### src/rtl/pkt_ctrl_pkg.sv
package pkt_ctrl_pkg;

    localparam int unsigned CHAN_W  = 4;
    localparam int unsigned SLOT_W  = CHAN_W + 1;
    localparam int unsigned NUM_STB = 3;

    // Field order follows the host-visible bit positions, MSB first.
    typedef struct packed {
        logic              rx_eop;
        logic              cts_again;
        logic              tx_eop;
        logic              ded_en;
        logic [CHAN_W-1:0] ded_chan;
    } ctrl_reg_t;

    typedef enum int unsigned {
        STB_RX  = 0,
        STB_CTS = 1,
        STB_TX  = 2
    } strobe_e;

    typedef struct packed {
        logic [SLOT_W-1:0] slot;
        logic              valid;
        logic              active;
        logic              cts_en;
    } rx_sel_t;

    function automatic logic [SLOT_W-1:0] make_slot(input logic half,
                                                    input logic [CHAN_W-1:0] ch);
        return {half, ch};
    endfunction

endpackage

### src/rtl/pkt_host_port.sv
module pkt_host_port
    import pkt_ctrl_pkg::*;
#(
    parameter int unsigned   ADDR_W   = 8,
    parameter logic [ADDR_W-1:0] REG_ADDR = 'h51
) (
    input  logic [ADDR_W-1:0] addr_i,
    input  logic              wr_i,
    input  logic [7:0]        wdata_i,
    input  ctrl_reg_t         reg_i,
    output logic              wr_hit_o,
    output ctrl_reg_t         wval_o,
    output logic [7:0]        rdata_o
);
    logic hit;

    always_comb begin
        hit      = (addr_i == REG_ADDR);
        wr_hit_o = hit & wr_i;
        wval_o   = ctrl_reg_t'(wdata_i);
        rdata_o  = hit ? 8'(reg_i) : 8'h00;
    end
endmodule

### src/rtl/pkt_strobe_bit.sv
module pkt_strobe_bit (
    input  logic clk,
    input  logic rst,
    input  logic set_i,
    input  logic consume_i,
    input  logic drop_i,
    output logic bit_o
);
    logic bit_q;

    always_ff @(posedge clk) begin
        if (rst)                     bit_q <= 1'b0;
        else if (set_i)              bit_q <= 1'b1;
        else if (consume_i | drop_i) bit_q <= 1'b0;
    end

    assign bit_o = bit_q;


    set_wins_chk: assert property (@(posedge clk) disable iff (rst)
        set_i |=> bit_o);
endmodule

### src/rtl/pkt_chan_resolve.sv
module pkt_chan_resolve
    import pkt_ctrl_pkg::*;
(
    input  logic              ded_en_i,
    input  logic [CHAN_W-1:0] ded_chan_i,
    input  logic              prio_i,
    input  logic              half_i,
    input  logic [CHAN_W-1:0] hunt_chan_i,
    input  logic              hunt_valid_i,
    input  logic              hunt_active_i,
    output rx_sel_t           sel_o
);
    logic              use_field;
    logic [CHAN_W-1:0] chan;

    always_comb begin
        use_field     = ded_en_i | prio_i;
        chan          = use_field ? ded_chan_i : hunt_chan_i;
        sel_o.slot    = make_slot(half_i, chan);
        sel_o.valid   = ded_en_i | hunt_valid_i;
        sel_o.active  = ded_en_i | hunt_active_i;
        sel_o.cts_en  = ~ded_en_i;
    end
endmodule

### src/rtl/pkt_chan_ctrl.sv
module pkt_chan_ctrl
    import pkt_ctrl_pkg::*;
#(
    parameter int unsigned       ADDR_W   = 8,
    parameter logic [ADDR_W-1:0] REG_ADDR = 'h51
) (
    input  logic              clk,
    input  logic              rst,
    input  logic [ADDR_W-1:0] host_addr,
    input  logic              host_wr,
    input  logic [7:0]        host_wdata,
    output logic [7:0]        host_rdata,
    input  logic              rx_eop_ack,
    input  logic              tx_eop_ack,
    input  logic              cts_ack,
    output logic              rx_eop_req,
    output logic              tx_eop_req,
    output logic              cts_resend_req,
    input  logic [CHAN_W-1:0] hunt_chan,
    input  logic              hunt_valid,
    input  logic              hunt_active,
    input  logic              prio_sel,
    input  logic              half_sel,
    output logic [SLOT_W-1:0] rx_slot,
    output logic              rx_chan_valid,
    output logic              rx_active,
    output logic              cts_auto_en
);
    logic              wr_hit;
    ctrl_reg_t         wval;
    ctrl_reg_t         reg_q;
    rx_sel_t           sel;
    logic              ded_en_q;
    logic [CHAN_W-1:0] ded_chan_q;
    logic [NUM_STB-1:0] stb_set, stb_cons, stb_drop, stb_bit;

    pkt_host_port #(.ADDR_W(ADDR_W), .REG_ADDR(REG_ADDR)) u_host (
        .addr_i   (host_addr),
        .wr_i     (host_wr),
        .wdata_i  (host_wdata),
        .reg_i    (reg_q),
        .wr_hit_o (wr_hit),
        .wval_o   (wval),
        .rdata_o  (host_rdata)
    );

    always_ff @(posedge clk) begin
        if (rst) begin
            ded_en_q   <= 1'b0;
            ded_chan_q <= '0;
        end else if (wr_hit) begin
            ded_en_q   <= wval.ded_en;
            ded_chan_q <= wval.ded_chan;
        end
    end

    always_comb begin
        stb_set[STB_RX]   = wr_hit & wval.rx_eop;
        stb_set[STB_CTS]  = wr_hit & wval.cts_again;
        stb_set[STB_TX]   = wr_hit & wval.tx_eop;
        stb_cons[STB_RX]  = rx_eop_ack;
        stb_cons[STB_CTS] = cts_ack;
        stb_cons[STB_TX]  = tx_eop_ack;
        stb_drop          = '0;
        stb_drop[STB_CTS] = ~sel.active;
    end

    for (genvar g = 0; g < NUM_STB; g++) begin : g_stb
        pkt_strobe_bit u_bit (
            .clk       (clk),
            .rst       (rst),
            .set_i     (stb_set[g]),
            .consume_i (stb_cons[g]),
            .drop_i    (stb_drop[g]),
            .bit_o     (stb_bit[g])
        );
    end

    always_comb begin
        reg_q.rx_eop    = stb_bit[STB_RX];
        reg_q.cts_again = stb_bit[STB_CTS];
        reg_q.tx_eop    = stb_bit[STB_TX];
        reg_q.ded_en    = ded_en_q;
        reg_q.ded_chan  = ded_chan_q;
    end

    pkt_chan_resolve u_res (
        .ded_en_i      (ded_en_q),
        .ded_chan_i    (ded_chan_q),
        .prio_i        (prio_sel),
        .half_i        (half_sel),
        .hunt_chan_i   (hunt_chan),
        .hunt_valid_i  (hunt_valid),
        .hunt_active_i (hunt_active),
        .sel_o         (sel)
    );

    assign rx_slot        = sel.slot;
    assign rx_chan_valid  = sel.valid;
    assign rx_active      = sel.active;
    assign cts_auto_en    = sel.cts_en;
    assign rx_eop_req     = stb_bit[STB_RX];
    assign tx_eop_req     = stb_bit[STB_TX];
    assign cts_resend_req = stb_bit[STB_CTS] & sel.active;


    reset_clear_chk: assert property (@(posedge clk)
        rst |=> (reg_q == '0));


    rx_hold_chk: assert property (@(posedge clk) disable iff (rst)
        (rx_eop_req && !rx_eop_ack) |=> rx_eop_req);


    tx_hold_chk: assert property (@(posedge clk) disable iff (rst)
        (tx_eop_req && !tx_eop_ack) |=> tx_eop_req);


    cts_active_chk: assert property (@(posedge clk) disable iff (rst)
        cts_resend_req |-> rx_active);


    cts_drop_chk: assert property (@(posedge clk) disable iff (rst)
        (reg_q.cts_again && !rx_active && !stb_set[STB_CTS]) |=> !reg_q.cts_again);


    ded_force_chk: assert property (@(posedge clk) disable iff (rst)
        ded_en_q |-> (rx_active && rx_chan_valid && !cts_auto_en));


    half_bit_chk: assert property (@(posedge clk) disable iff (rst)
        rx_slot[SLOT_W-1] == half_sel);
endmodule

### config.mk
export PLATFORM = sky130hd
export DESIGN_NAME = pkt_chan_ctrl
export DESIGN_NICKNAME = d
export VERILOG_FILES = /design/src/rtl/pkt_ctrl_pkg.sv /design/src/rtl/pkt_host_port.sv /design/src/rtl/pkt_strobe_bit.sv /design/src/rtl/pkt_chan_resolve.sv /design/src/rtl/pkt_chan_ctrl.sv
export SDC_FILE = /design/constraint.sdc
export NUM_CORES = 1
export LEC_CHECK = 0
export ABC_AREA = 1
export BUFFER_PORTS_ARGS = -buffer_cell sky130_fd_sc_hd__buf_2
export CAP_MARGIN = 20
export CORE_MARGIN = 2
export CORE_UTILIZATION = 31
export CTS_CLUSTER_SIZE = 28
export DETAILED_ROUTE_END_ITERATION = 7
export PLACE_DENSITY = 0.67
export SKIP_CTS_REPAIR_TIMING = 1
export SYNTH_ARGS = -nofsm -noshare
export SYNTH_HDL_FRONTEND = slang
export SYNTH_HIERARCHICAL = 1
export SYNTH_SLANG_ARGS = --single-unit
### constraint.sdc
create_clock -name clk -period 1.3 [get_ports clk]
set_input_delay 0.065 -clock clk [delete_from_list [all_inputs] [get_ports clk]]
set_output_delay 0.065 -clock clk [all_outputs]
set_load 0.02 [all_outputs]
# Yosys cells after proc, flatten, opt, wreduce, memory -nomap -nowiden
# Cells that the tools add are included.
# word_totals
register_bits,8
latch_bits,0
ram_bits,0
mem_bits_ro,0
inputBits,30
elab_cells,28
memories,0
# classes
n_addsub,0
multipliers,0
div,0
order_cmp,0
eq_ne,1
shift,0
muxes,8
bitwise,11
n_reduce_logical,3
# ops
op,n
8-bit by 7-bit == test with 1-bit output (second input constant),1
8-bit two-way mux,1
1-bit two-way mux,6
2-bit nonzero test,3
1-bit bitwise AND,5
4-bit two-way mux,1
1-bit OR,4
1-bit inverter,2

# Longest topological paths before layout
# Gate-level depths: netlist of run 1.
# logic_depth
word_depth,5
depth_mapped,10
ltp_nobuf,9

# By module
# Netlist of run 1, hierarchy kept.
# modules_own_cells
mod,n_inst,cells_per_inst,area_per_inst_um2,seq_area_each_um2
pkt_chan_ctrl,1,42,246.5,100.1
pkt_host_port,1,38,175.2,0.0
pkt_strobe_bit,3,6,50.0,20.0
pkt_chan_resolve,1,17,80.1,0.0

# Worst setup path after synthesis of run 1
# OpenSTA, ideal clock, no wires.
# synth_timing
path_type,register to register
start,register ded_en_q
end,register g_stb[1].u_bit.bit_q
setup_ns,0.066
t_arrival_ns,0.959
path_slack_ns,0.275
path_stages_with_launch,6
n_path_buf,0
period_less_slack_ns,1.025
cell_sequence,dfxtp_1 -> or2_1 -> inv_1 -> inv_1 -> nand3_2 -> a21oi_2
# synth_via
elab_chain_len,4
# synth_lines
element,line,source
from (decl),pkt_chan_ctrl.sv:33,logic ded_en_q;
from (signal assigned),pkt_chan_ctrl.sv:52,ded_en_q <= wval.ded_en;
1-bit OR,pkt_chan_resolve.sv:21,sel_o.active = ded_en_i | hunt_active_i;
via rx_active,pkt_chan_ctrl.sv:26,"output logic rx_active,"
1-bit inverter,pkt_chan_ctrl.sv:65,stb_drop[STB_CTS] = ~sel.active;
via stb_drop[1],pkt_chan_ctrl.sv:35,"logic [NUM_STB-1:0] stb_set, stb_cons, stb_drop, stb_bit;"
1-bit OR,pkt_strobe_bit.sv:14,else if (consume_i | drop_i) bit_q <= 1'b0;
2-bit nonzero test (no source line),--,
to (signal assigned),pkt_strobe_bit.sv:12,if (rst) bit_q <= 1'b0;
to (signal assigned),pkt_strobe_bit.sv:13,else if (set_i) bit_q <= 1'b1;
to (signal assigned),pkt_strobe_bit.sv:14,
to (decl),pkt_strobe_bit.sv:9,logic bit_q;
# The timed path passes the listed nets, and every way through them passes these cells.
# A chain may end at the register's enable or synchronous reset.

# Worst setup path after layout of run 1
# layout_timing
start,register ded_en_q
end,output port cts_resend_req
# layout_via
elab_chain_len,2
# layout_lines
element,line,source
1-bit OR,pkt_chan_resolve.sv:21,
1-bit bitwise AND,pkt_chan_ctrl.sv:104,assign cts_resend_req = stb_bit[STB_CTS] & sel.active;
to (decl),pkt_chan_ctrl.sv:18,"output logic cts_resend_req,"
# Every way passes these cells.

==> results by stage, run 1 <==
Synth:
- Yosys attributes the largest share of cell area to sky130_fd_sc_hd__dfxtp_1, sky130_fd_sc_hd__inv_1, sky130_fd_sc_hd__nand2_1.
- The synthesized cell area is between 600 and 700 sq um.
- The register area share after synthesis is 24.6%.
- The share of synthesized area in the top cell type comes to roughly 25%.
- The flip-flop and latch count after synthesis is 8.
- The library cell with the largest summed area after synthesis is sky130_fd_sc_hd__dfxtp_1.
- The count of synthesis-stage warnings from yosys is 6.
- The number of standard cells after synthesis is ~120.
- The distinct cell type count after synthesis is 13.
- A synthesized cell averages approximately 5.7 sq um.

Power and ir drop:
- For this design the ratio of total power to cell area is between 600 and 700 nW/um^2.
- The part of the total power dissipated in combinational logic is a little under a fifth.
- The switching fraction of total power is between 20% and 30%.
- Of the total power, registers draw 45.9%.
- The cell leakage power is 0.527 nW.
- The switching power summed over all nets is 0.136 mW.
- The worst-case IR drop observed on VDD is 0.269 mV.
- The internal cell power is 0.401 mW.
- The portion of total power attributed to the clock network is approximately a third.

Finish:
- The ratio of cells with drive above 1 in the final layout is 38.2%.
- The post-synthesis to final-layout area growth is 34.9%.
- The library cell used most frequently in the layout, excluding fill and tap cells, is sky130_fd_sc_hd__buf_2.
- The number of filler instances in the final layout is 254.
- In the layout the commonest cells are sky130_fd_sc_hd__buf_2, sky130_fd_sc_hd__inv_1, sky130_fd_sc_hd__nand2_1.
- The final layout contains 189 nets.
- The repair_antennas step left the layout with diodes totalling 0.

Clock network:
- The depth of the CTS H-tree is 1.
- The number of buffers created by CTS is 3.
- No sink is reached through more buffers than the 2 on the longest clock path.
- The CTS tree is built.
- Counting every sink on the clock net gives 8.
- The clock latency on the worst-skew pair is around 0.25 ns.
- Clock-pin slew was measured on the worst setup and hold paths at approximately 0.05 ns.
- The cell sitting at the root of the clock tree is a sky130_fd_sc_hd__clkbuf_4.

Routing:
- The detailed router finished its first iteration with 9 violations.
- The final layout contains routed wiring with a total length of 1.46 mm.
- The post-route DRC violation count is 0.
- The remaining number of nets flagged by the antenna check after routing is 0.
- For this block, the via count after detailed routing is a little over 700.
- The routed wire length per instance is roughly 8 um.
- The via-per-instance ratio is 3.94.
- The number of iterations in the first detailed-routing pass is 4.

STA:
- The final cycle utilization of the critical path is between 90% and 100%.
- The number of endpoints with negative hold slack in the final report came to 0.
- The top achievable clock speed is around 0.85 GHz.
- The total of endpoints with negative setup slack in the final report is 0.
- Setup total negative slack on the finished layout was measured at 0 ns.
- The number of slew-limit violations in the final report was 0.
- Between clock sinks in the finished design, the worst skew comes to 0.000788 ns.
- After layout, the minimum clock period comes to 1.18 ns.
- The worst path meets setup with between 0.1 and 0.15 ns of slack.
- Setup repair after global routing left no endpoint under its margin.

Global route:
- The first global-routing pass estimated around 2.3 mm of wire.
- The largest net degree at the start of global routing is 14.
- The total overflow reported by the global router is 0.
- The via count of the first global-routing pass is between 600 and 700.
- Global routing used around an eighth of the available tracks.
- The number of antenna violations at the first check in global routing is 0.

Setup path:
- For the worst setup path, the data required time is ~1.2 ns.
- The critical path is of the reg2out type.
- The worst setup path is launched from a flop.
- Data arrives at the worst endpoint at 1.11 ns.
- The critical path contains buffers and inverters numbering 2 combined.
- The longest individual stage delay on the worst path is between 0.3 and 0.4 ns.
- The top fanout value on the critical path is 10.
- Across all register-to-register paths, the minimum setup slack is ~0.38 ns.
- The cell class contributing the biggest share of worst-path delay is flip-flops.
- The critical path goes through or2_1 -> nand2_1 -> inv_1 -> buf_2.
- The cell with the largest stage delay on the worst path is sky130_fd_sc_hd__dfxtp_2.
- The element type at the critical path end is a primary output.

Hold path:
- The path class of the tightest hold or removal check is in2reg.

Floorplan:
- The total area inside the core boundary comes to about 2000 sq um.
- The area enclosed by the die boundary is approximately 2500 sq um.
- The x dimension of the die is between 40 and 50 um.
- Pin placement for this block handled 49 I/O pins.
- The floorplan has 16 rows.
- For this configuration, the core starts out at a cell density of roughly 33%.
- From bottom edge to top edge, the die measures 49.9 um.

Placement:
- The last weighted congestion value of the routability-driven placer is just under 0.7.
- The number of buffers added on ports is 46.
- Once detailed placement completed, the half-perimeter wirelength came to ~1.3 mm.
- Before CTS, the worst setup slack after placement is 0.248 ns.

Run:
- Max-cap violations in this run came to 0.

Run status:
- The run finished with clean final reports.
-- worst paths after layout --
| path | start | end | cells past startpoint |
|---|---|---|---|
| worst max-delay path | ded_en_q | cts_resend_req | 4 |
| worst min-delay path | rst | g_stb[0].u_bit/bit_o | 2 |
| worst max register to register | ded_en_q | g_stb[1].u_bit/bit_o | 5 |
| worst min register to register | ded_chan_q[0] | ded_chan_q[0] | 2 |
-- worst reg2reg max path, stage by stage, from the launching register on --
cell                      delay (ns)
sky130_fd_sc_hd__dfxtp_2        0.36
sky130_fd_sc_hd__or2_1          0.26
sky130_fd_sc_hd__inv_1          0.06
sky130_fd_sc_hd__inv_1          0.04
sky130_fd_sc_hd__nand3_2        0.05
sky130_fd_sc_hd__a21oi_2        0.05
-- state kept, by name (all words and copies together) (netlist names) --
register and cells:
ded_en_q 1, g_stb.u_bit/bit_o 3, ded_chan_q 4
-- area by class of cell --
cell class,count,area (sq um),share of cell area [%]
Tap cell,27,33.8,3.84
Timing Repair Buffer,48,245,27.9
Sequential cell,8,161,18.3
Inverter,35,131,14.9
Multi-Input combinational cell,63,285,32.4
Clock buffer,3,22.5,2.56
-- cell usage after synthesis (all sizes together) --
cell / number
buf: 10
nand3: 3
nor2: 22
o21ai: 4
dfxtp: 8
a21oi: 3
conb: 1
nand2: 27
or2: 2
inv: 35
-- layer usage --
layer  part of all wire [%]  global-route usage, %  vias to the layer above
met5                      0                      0                        -
li1                       -                      -                      394
met1                     45                   14.2                      291
met2                     43                   20.0                       36
met3                    8.7                   1.82                        4
met4                    3.4                   11.1                        0
-- power by group through the flow --
stage | clock, mW | combinational, mW | sequential, mW
after floorplan | 0 | 0.0678 | 0.251
after global placement | 0 | 0.102 | 0.251
after detailed placement | 0 | 0.103 | 0.251
after CTS | 0.200 | 0.104 | 0.246
after global routing | 0.209 | 0.116 | 0.246
final | 0.188 | 0.103 | 0.246
-- stage by stage --
step	cells	area, sq um	power (mW)	util (%)	hold slack [ns]
final	184	880	0.537	44.4	0.0359
after global routing	184	880	0.571	44.4	0.0387
after global placement	181	856	0.353	43.2	0.130
after floorplan	116	656	0.319	-	0.127
after CTS	184	878	0.550	44.3	0.0235
after detailed placement	181	856	0.354	43.2	0.130
-- cell families after synthesis --
kind of cell,after synthesis,synth area share (%)
flip-flops,8,24.6
other,1,0.575
AO/OA/AOI/OAI,7,7.10
AND/OR/NAND/NOR,54,35.5
buffers and inverters,45,32.2
Note: power is estimated with default switching activity, not from simulation.
==> inputs of run 2 (changes only) <==
clock period = 1.2 ns   (was 1.3 ns; I/O delays follow)
==> run 2 against run 1 <==
- clock-buffer cell count unchanged
- largest cell class unchanged
- core utilization up 2.1 points
- sequential share of layout area down 0.58 points
- power up 8.3%
- via count up 2.2%
- sequential cell count unchanged
- non-clock buffer count up 3
- register-to-register slack worse by 0.07 ns
- combinational power up 11%
- highest routed layer unchanged
- setup slack worse by 0.073 ns
- cell count up 1.6%
==> results by stage, run 2 (synthesized netlist as in run 1, its figures left out) <==
Routing:
- The initial DRC count came to 8 (-1).
- The sum of routed wire length over all layers is 1.50 mm (+2.9%).
- The detailed-route via count is 741 (+2.2%).
- The remaining number of nets flagged by the antenna check after routing is 0 (unchanged).
- The post-route DRC violation count is 0 (unchanged).
- The via-per-instance ratio is 3.96 (+0.57%).
- The routed wire length per instance is 8.04 um (+1.2%).
- The number of iterations in the first detailed-routing pass is 4 (unchanged).

Setup path:
- The required time at the worst-slack endpoint is 1.14 ns (-0.10 ns).
- The top fanout value on the critical path is 6 (-4).
- The data arrival time of the critical path is 1.09 ns (-0.02 ns).
- The cell depth of the worst flop-to-flop path is 5 (unchanged).
- The worst setup path is captured at a primary output.
- The endpoint of the most critical register-to-register path is g_stb[1].u_bit/bit_o.
- The worst setup path is launched from a flop.
- The slack of the worst reg-to-reg path is 0.31 ns (-0.07 ns).
- The critical path in this run is classified as reg2out.
- The worst register-to-register path begins at ded_en_q.

Clock network:
- The CTS tree is built.
- The worst-case clock buffer depth is 2 (unchanged).
- The clock latency on the worst-skew pair is 0.25 ns (about the same).
- The number of buffers created by CTS came to 3 (unchanged).
- The depth of the CTS H-tree is 1 (unchanged).
- The number of sinks on the clock net was 8 (unchanged).
- The clock transition at the register clock pins on the worst setup and hold paths after CTS is 0.05 ns (about the same).
- The buffer type at the clock tree root is sky130_fd_sc_hd__clkbuf_4.

Hold path:
- The worst hold path terminates at g_stb[0].u_bit/bit_o.
- The worst hold path stage count is 2 (unchanged).
- The min-delay analysis places its worst path in the category in2reg.
- The startpoint of the worst hold path is rst.

Placement:
- The post-DP HPWL was 1.25 mm (unchanged).
- The number of buffers added on ports is 46 (unchanged).
- The last weighted congestion value of the routability-driven placer is 0.694 (unchanged).
- The number of cells after detailed placement is 181 (unchanged).

Global route:
- The via count of the first global-routing pass came to 624 (unchanged).
- The largest net degree at the start of global routing came to 14 (unchanged).
- The total overflow reported by the global router is 0 (unchanged).
- The first-pass GRT wire length is 2.35 mm (unchanged).
- The number of antenna violations at the first check in global routing is 0 (unchanged).
- The overall global routing resource usage is 12.4% (unchanged).

Floorplan:
- The count of standard-cell rows was 16 (unchanged).
- The starting utilization of the core area was 32.9% (unchanged).
- The x dimension of the die came to 49.9 um (unchanged).
- The I/O pin count is 49 (unchanged).
- The core footprint is 1980 sq um (unchanged).
- The height of the die is 49.9 um (unchanged).
- The area enclosed by the die boundary was 2490 sq um (unchanged).

Finish:
- The most common cell after layout, fill and taps aside is sky130_fd_sc_hd__buf_2.
- The register with the most flip-flops is ded_chan_q.
- The area of all sequential standard cells is 164 sq um (+1.6%).
- The number of filler instances in the final layout came to 249 (-2.0%).
- The flip-flop count of the largest register, all copies and words added is 4 (unchanged).
- The area taken by multi-input logic gates is 290 sq um (+1.8%).
- The ratio of cells with drive above 1 in the final layout was 40.6% (+2.4 points).
- The number of inserted diodes is 0 (unchanged).
- The post-synthesis to final-layout area growth is 41.5%.
- In the layout the commonest cells are sky130_fd_sc_hd__buf_2, sky130_fd_sc_hd__inv_1, sky130_fd_sc_hd__nand2_1.
- The layout net count came to 192 (+1.6%).
- The post-layout instance count excluding filler cells is 187 (+1.6%).

STA:
- The top achievable clock speed is between 0.8 and 0.9 GHz.
- The final clock skew is 0.00161 ns (+0.000823 ns).
- Setup repair after global routing could not meet its margin everywhere.
- The tightest hold margin is 0.0309 ns (-0.00504 ns).
- The worst path uses between 90% and 100% of the clock period.
- The number of slew-limit violations in the final report is 0 (unchanged).
- The shortest period the worst path allows is approximately 1.2 ns.
- The number of endpoints with negative hold slack in the final report is 0 (unchanged).
- The total of endpoints with negative setup slack in the final report was 0 (unchanged).

Power and ir drop:
- The maximum VDD drop is 0.292 mV (+8.6%).
- The cell area power density is 630 nW/um^2 (+3.3%).
- The cell leakage power is 0.546 nW (+3.6%).

Run status:
- The flow ran to the end, and the final reports show no timing, DRC or antenna violations.

Run:
- The number of violations of the max-capacitance limit was 0 (unchanged).
run 2: worst max-delay path by stage:
stage / startpoint / end / slack (ns) / cells past startpoint
4_1_cts: ded_en_q / cts_resend_req / -0.04 / 4
3_3_place_gp: host_addr[1] / g_stb[2].u_bit/bit_o / 0.18 / 11
5_1_grt: ded_en_q / rx_chan_valid / -0.004 / 3
6_report: ded_en_q / rx_chan_valid / 0.05 / 3
2_1_floorplan: ded_en_q / g_stb[1].u_bit/bit_o / 0.18 / 5
3_5_place_dp: host_addr[7] / g_stb[2].u_bit/bit_o / 0.15 / 11
run 2: worst max-delay path: stages (launching register included):
cell	delay, ns
sky130_fd_sc_hd__dfxtp_4	0.36
sky130_fd_sc_hd__buf_6	0.12
sky130_fd_sc_hd__or2_1	0.21
sky130_fd_sc_hd__buf_2	0.15
run 2: layout make-up:
cell class / instances / area share (%)
clock buffer: 3 / 2.44
inverter: 35 / 14.2
multi-input combinational: 63 / 31.5
sequential: 8 / 17.8
tap: 27 / 3.66
timing repair buffer: 51 / 30.4
run 2: power by group:
group / internal (mW) / leakage (nW) / switching [mW] / total (mW)
clock: 0.114 / 0.0138 / 0.0882 / 0.202
combinational: 0.0557 / 0.467 / 0.0584 / 0.114
sequential: 0.264 / 0.0652 / 0.000400 / 0.265
total: 0.434 / 0.546 / 0.147 / 0.581
run 2: layer usage:
layer | vias up | share of wire (%) | global-route usage [%]
met5 | - | 0 | 0
met4 | 0 | 3.3 | 11.1
met3 | 4 | 8.1 | 1.82
met2 | 36 | 44 | 20.0
met1 | 301 | 45 | 14.2
li1 | 400 | - | -
run 2: through the flow:
step | setup slack (ns) | area (sq um) | utilization [%] | power (mW) | setup TNS, ns
finish | 0.0474 | 922 | 46.5 | 0.581 | 0
global route | -0.00359 | 922 | 46.5 | 0.615 | -0.00359
CTS | -0.0405 | 878 | 44.3 | 0.596 | -0.0405
detailed placement | 0.153 | 856 | 43.2 | 0.384 | 0
global placement | 0.182 | 856 | 43.2 | 0.382 | 0
floorplan | 0.175 | 656 | - | 0.346 | 0
==> inputs of run 3 (changes only) <==
ABC_AREA = 0   (was 1)
==> run 3 against run 2 <==
- the run now ends with setup timing left
- highest routed layer unchanged
- core utilization is 6.8 points higher
- critical path type unchanged
- power is 3.3% higher
- synthesized area is 0.19% lower
- first-iteration DRC count is 63% lower
- die area is 0.18% lower
- clock power hardly changed
- synthesized cell count is 37% lower
- sequential power hardly changed
- combinational power is 18% higher
- sequential cell count stayed put
==> results by stage, run 3 <==
Run status:
- The flow ran to the end, but the final reports show violations.
- The checks that failed: setup timing.

Global route:
- The via count of the first global-routing pass is 574 (-8.0%).
- The largest net degree at the start of global routing is 9 (-5).
- The number of antenna violations at the first check in global routing is 0 (unchanged).
- The total overflow reported by the global router is 0 (unchanged).
- The overall global routing resource usage is 12.9% (+0.44 points).
- The first-pass GRT wire length is 2.41 mm (+2.6%).

Synth:
- The proportion of synthesized area in mux cells was 16.9% (+17 points).
- The register area share after synthesis was 24.6% (+0.047 points).
- After synthesis, the largest family of logic cells by area is simple AND/OR/NAND/NOR gates.
- For this run, the leading register cell type out of synthesis is sky130_fd_sc_hd__dfxtp_1.
- The synthesized area per cell is 8.91 sq um (+57%).
- Ranked by total cell area, the synthesized netlist is headed by sky130_fd_sc_hd__dfxtp_1, sky130_fd_sc_hd__nor3_2, sky130_fd_sc_hd__buf_4.
- The synthesized cell area is 651 sq um (-0.19%).
- The xor-xnor portion of the synthesized cell area is 0% (unchanged).
- The flip-flop and latch count after synthesis was 8 (unchanged).
- The library cell with the largest summed area after synthesis is sky130_fd_sc_hd__dfxtp_1.
- The share of synthesized cell area in and, or, nand and nor gates was 33.1% (-2.4 points).
- The share of the synthesized area in the top cell type came to 24.6% (+0.047 points).
- The post-synthesis adder-cell area fraction came to 0% (unchanged).
- The most numerous cell in the Yosys netlist is sky130_fd_sc_hd__inv_1.
- The number of flops mapped to enable cells by yosys was 0 (unchanged).
- The distinct cell type count after synthesis is 19 (+6).
- The number of standard cells after synthesis was 73 (-37%).
- The count of synthesis-stage warnings from yosys is 6 (unchanged).
- The share of the synthesized area in compound gates (AO/OA/AOI/OAI) is 2.31% (-4.8 points).
- By count the netlist is led by sky130_fd_sc_hd__inv_1, sky130_fd_sc_hd__buf_4, sky130_fd_sc_hd__dfxtp_1, sky130_fd_sc_hd__nor3_2.
- The proportion of register bits with asynchronous set or reset after synthesis is 0% (unchanged).

Floorplan:
- The x dimension of the die came to 49.8 um (about the same).
- The count of standard-cell rows is 16 (unchanged).
- The height of the die came to 49.8 um (about the same).
- The starting utilization of the core area is 33.2% (+0.27 points).
- The I/O pin count is 49 (unchanged).
- The core footprint was 1960 sq um (-1.0%).
- The area enclosed by the die boundary is 2480 sq um (-0.18%).

STA:
- The final cycle utilization of the critical path is 110% (+14 points).
- The number of slew-limit violations in the final report came to 0 (unchanged).
- The shortest period the worst path allows is 1.32 ns (+0.169 ns).
- The top achievable clock speed is 0.757 GHz (-13%).
- The final clock skew was 0.0000854 ns (-0.00153 ns).
- The accumulated negative setup slack is -0.990 ns (-0.990 ns).
- The least setup slack across all paths after layout is -0.121 ns (-0.169 ns).
- Setup repair after global routing could not meet its margin everywhere.
- The number of endpoints with negative hold slack in the final report was 0 (unchanged).
- The total of endpoints with negative setup slack in the final report is 15 (+15).

Routing:
- The number of iterations in the first detailed-routing pass is 4 (unchanged).
- The remaining number of nets flagged by the antenna check after routing is 0 (unchanged).
- The via-per-instance ratio is 4.24 (+7.0%).
- The initial DRC count is 3 (-5).
- The routed wire length per instance is 11.6 um (+45%).
- The detailed-route via count is 602 (-19%).
- The sum of routed wire length over all layers is 1.65 mm (+9.8%).
- The post-route DRC violation count is 0 (unchanged).

Clock network:
- The clock transition at the register clock pins on the worst setup and hold paths after CTS is 0.05 ns (about the same).
- The cell sitting at the root of the clock tree is a sky130_fd_sc_hd__clkbuf_4.
- The number of sinks on the clock net was 8 (unchanged).
- The worst-case clock buffer depth is 2 (unchanged).
- The clock latency on the worst-skew pair is 0.24 ns (about the same).
- The depth of the CTS H-tree is 1 (unchanged).
- The number of buffers created by CTS is 3 (unchanged).
- TritonCTS built the clock tree.

Finish:
- The most common cell after layout, fill and taps aside is sky130_fd_sc_hd__buf_2.
- The layout net count is 147 (-23%).
- The ratio of cells with drive above 1 in the final layout is 67.8% (+27 points).
- The top cell types in the final layout, fill and taps aside, are sky130_fd_sc_hd__buf_2, sky130_fd_sc_hd__buf_6, sky130_fd_sc_hd__inv_1.
- The number of inserted diodes came to 0 (unchanged).
- The post-synthesis to final-layout area growth is 60.8%.
- The flip-flop count of the largest register, all copies and words added is 4 (unchanged).
- The register with the most flip-flops is ded_chan_q.
- The utilization after layout was 53.3% (+6.8 points).
- The number of filler instances in the final layout is 196 (-21%).

Power and ir drop:
- The part of the total power dissipated in combinational logic was 22.5% (+2.9 points).
- The sequential cell fraction of total power was 44.0% (-1.5 points).
- The cell area power density is 574 nW/um^2 (-8.9%).
- The portion of total power attributed to the clock network is 33.5% (-1.3 points).
- The switching fraction of total power was 25.0% (-0.31 points).
- The switching power summed over all nets is 0.150 mW (+2.1%).
- The maximum VDD drop was 0.269 mV (-7.9%).
- The internal cell power is 0.450 mW (+3.8%).
- The cell leakage power was 0.539 nW (-1.3%).

Setup path:
- The cell depth of the worst flop-to-flop path is 4 (-1).
- On the critical path, the stage with the largest delay is an instance of sky130_fd_sc_hd__dfxtp_4.
- The kind of start point of the critical path is a flop.
- The longest individual stage delay on the worst path was 0.36 ns (about the same).
- The reg-to-reg critical path startpoint is ded_en_q.
- The required time at the worst-slack endpoint is 1.14 ns (about the same).
- Traced cell by cell, the critical path runs through nor2_4 -> mux2_4 -> buf_6.
- The worst setup path is captured at a primary output.
- The data arrival time of the critical path is 1.26 ns (+0.17 ns).
- The slack of the worst reg-to-reg path is 0.09 ns (-0.22 ns).
- The endpoint of the most critical register-to-register path is g_stb[1].u_bit/bit_o.
- The type of the worst setup path is reg2out.
- The top fanout value on the critical path came to 5 (-1).

Placement:
- The post-DP HPWL is 1.22 mm (-2.4%).
- The number of buffers added on ports is 46 (unchanged).
- The last weighted congestion value of the routability-driven placer came to 0.676 (-2.6%).

Hold path:
- The endpoint of the worst hold-timing path is ded_chan_q[1].
- The worst hold path belongs to the class in2reg.
- The worst hold path stage count is 3 (+1).
- The startpoint identified for the worst hold timing path is host_wdata[1].

Run:
- The number of violations of the max-capacitance limit came to 0 (unchanged).
==> run 3: cell type report <==
cell class                      instances  area (sq um)  share of cell area [%]
Tap cell                               27          33.8                    3.23
Clock buffer                            3          22.5                    2.15
Sequential cell                         8           164                    15.7
Timing Repair Buffer                   50           363                    34.7
Inverter                               14          52.6                    5.02
Multi-Input combinational cell         40           410                    39.2
==> run 3: metal layers <==
layer / share of wire, % / vias to the layer above / GRT usage [%]
met4: 1.4 / 0 / 7.41
met1: 34 / 273 / 13.2
met2: 58 / 23 / 23.3
met5: 0 / - / 0
li1: - / 304 / -
met3: 6.2 / 2 / 3.33
==> run 3: power by group through the flow <==
stage / combinational, mW / clock (mW) / sequential, mW
finish: 0.135 / 0.201 / 0.264
global route: 0.145 / 0.216 / 0.264
CTS: 0.116 / 0.209 / 0.266
detailed placement: 0.116 / 0 / 0.272
global placement: 0.113 / 0 / 0.272
floorplan: 0.0753 / 0 / 0.272
==> run 3: worst max path at each step <==
stage	start	endpoint	slack, ns	cells past startpoint
after floorplan	host_addr[7]	ded_chan_q[0]	-0.17	6
after global placement	host_addr[7]	ded_en_q	-0.20	6
after detailed placement	host_addr[7]	ded_chan_q[0]	-0.24	6
after global routing	ded_en_q	rx_slot[2]	-0.16	3
final	ded_en_q	rx_slot[2]	-0.12	3
after CTS	ded_en_q	rx_slot[2]	-0.16	3
==> run 3: critical path: cells and delay by family, from the launching register on <==
family / cells / cell delay [ns]
buffers and inverters: 1 / 0.13
flip-flops: 1 / 0.36
multiplexers: 1 / 0.33
AND/OR/NAND/NOR: 1 / 0.19
==> run 3: kinds of logic (layout without fill, tap and decap cells) <==
group,count (synthesis),count (layout)
and+or+nand+nor,26,26
buffers and inverters,26,67
muxes,9,9
DFF,8,8
AOI/OAI and AO/OA,3,3
other,1,2
==> run 3: through the flow <==
step | cell area, sq um | std cells | worst slack (ns) | power, mW | hold slack (ns)
global placement | 877 | 139 | -0.197 | 0.385 | 0.120
detailed placement | 877 | 139 | -0.240 | 0.388 | 0.120
global route | 1050 | 142 | -0.162 | 0.625 | 0.0528
floorplan | 664 | 74 | -0.168 | 0.347 | 0.129
CTS | 900 | 142 | -0.156 | 0.591 | 0.0525
finish | 1050 | 142 | -0.121 | 0.600 | 0.0531
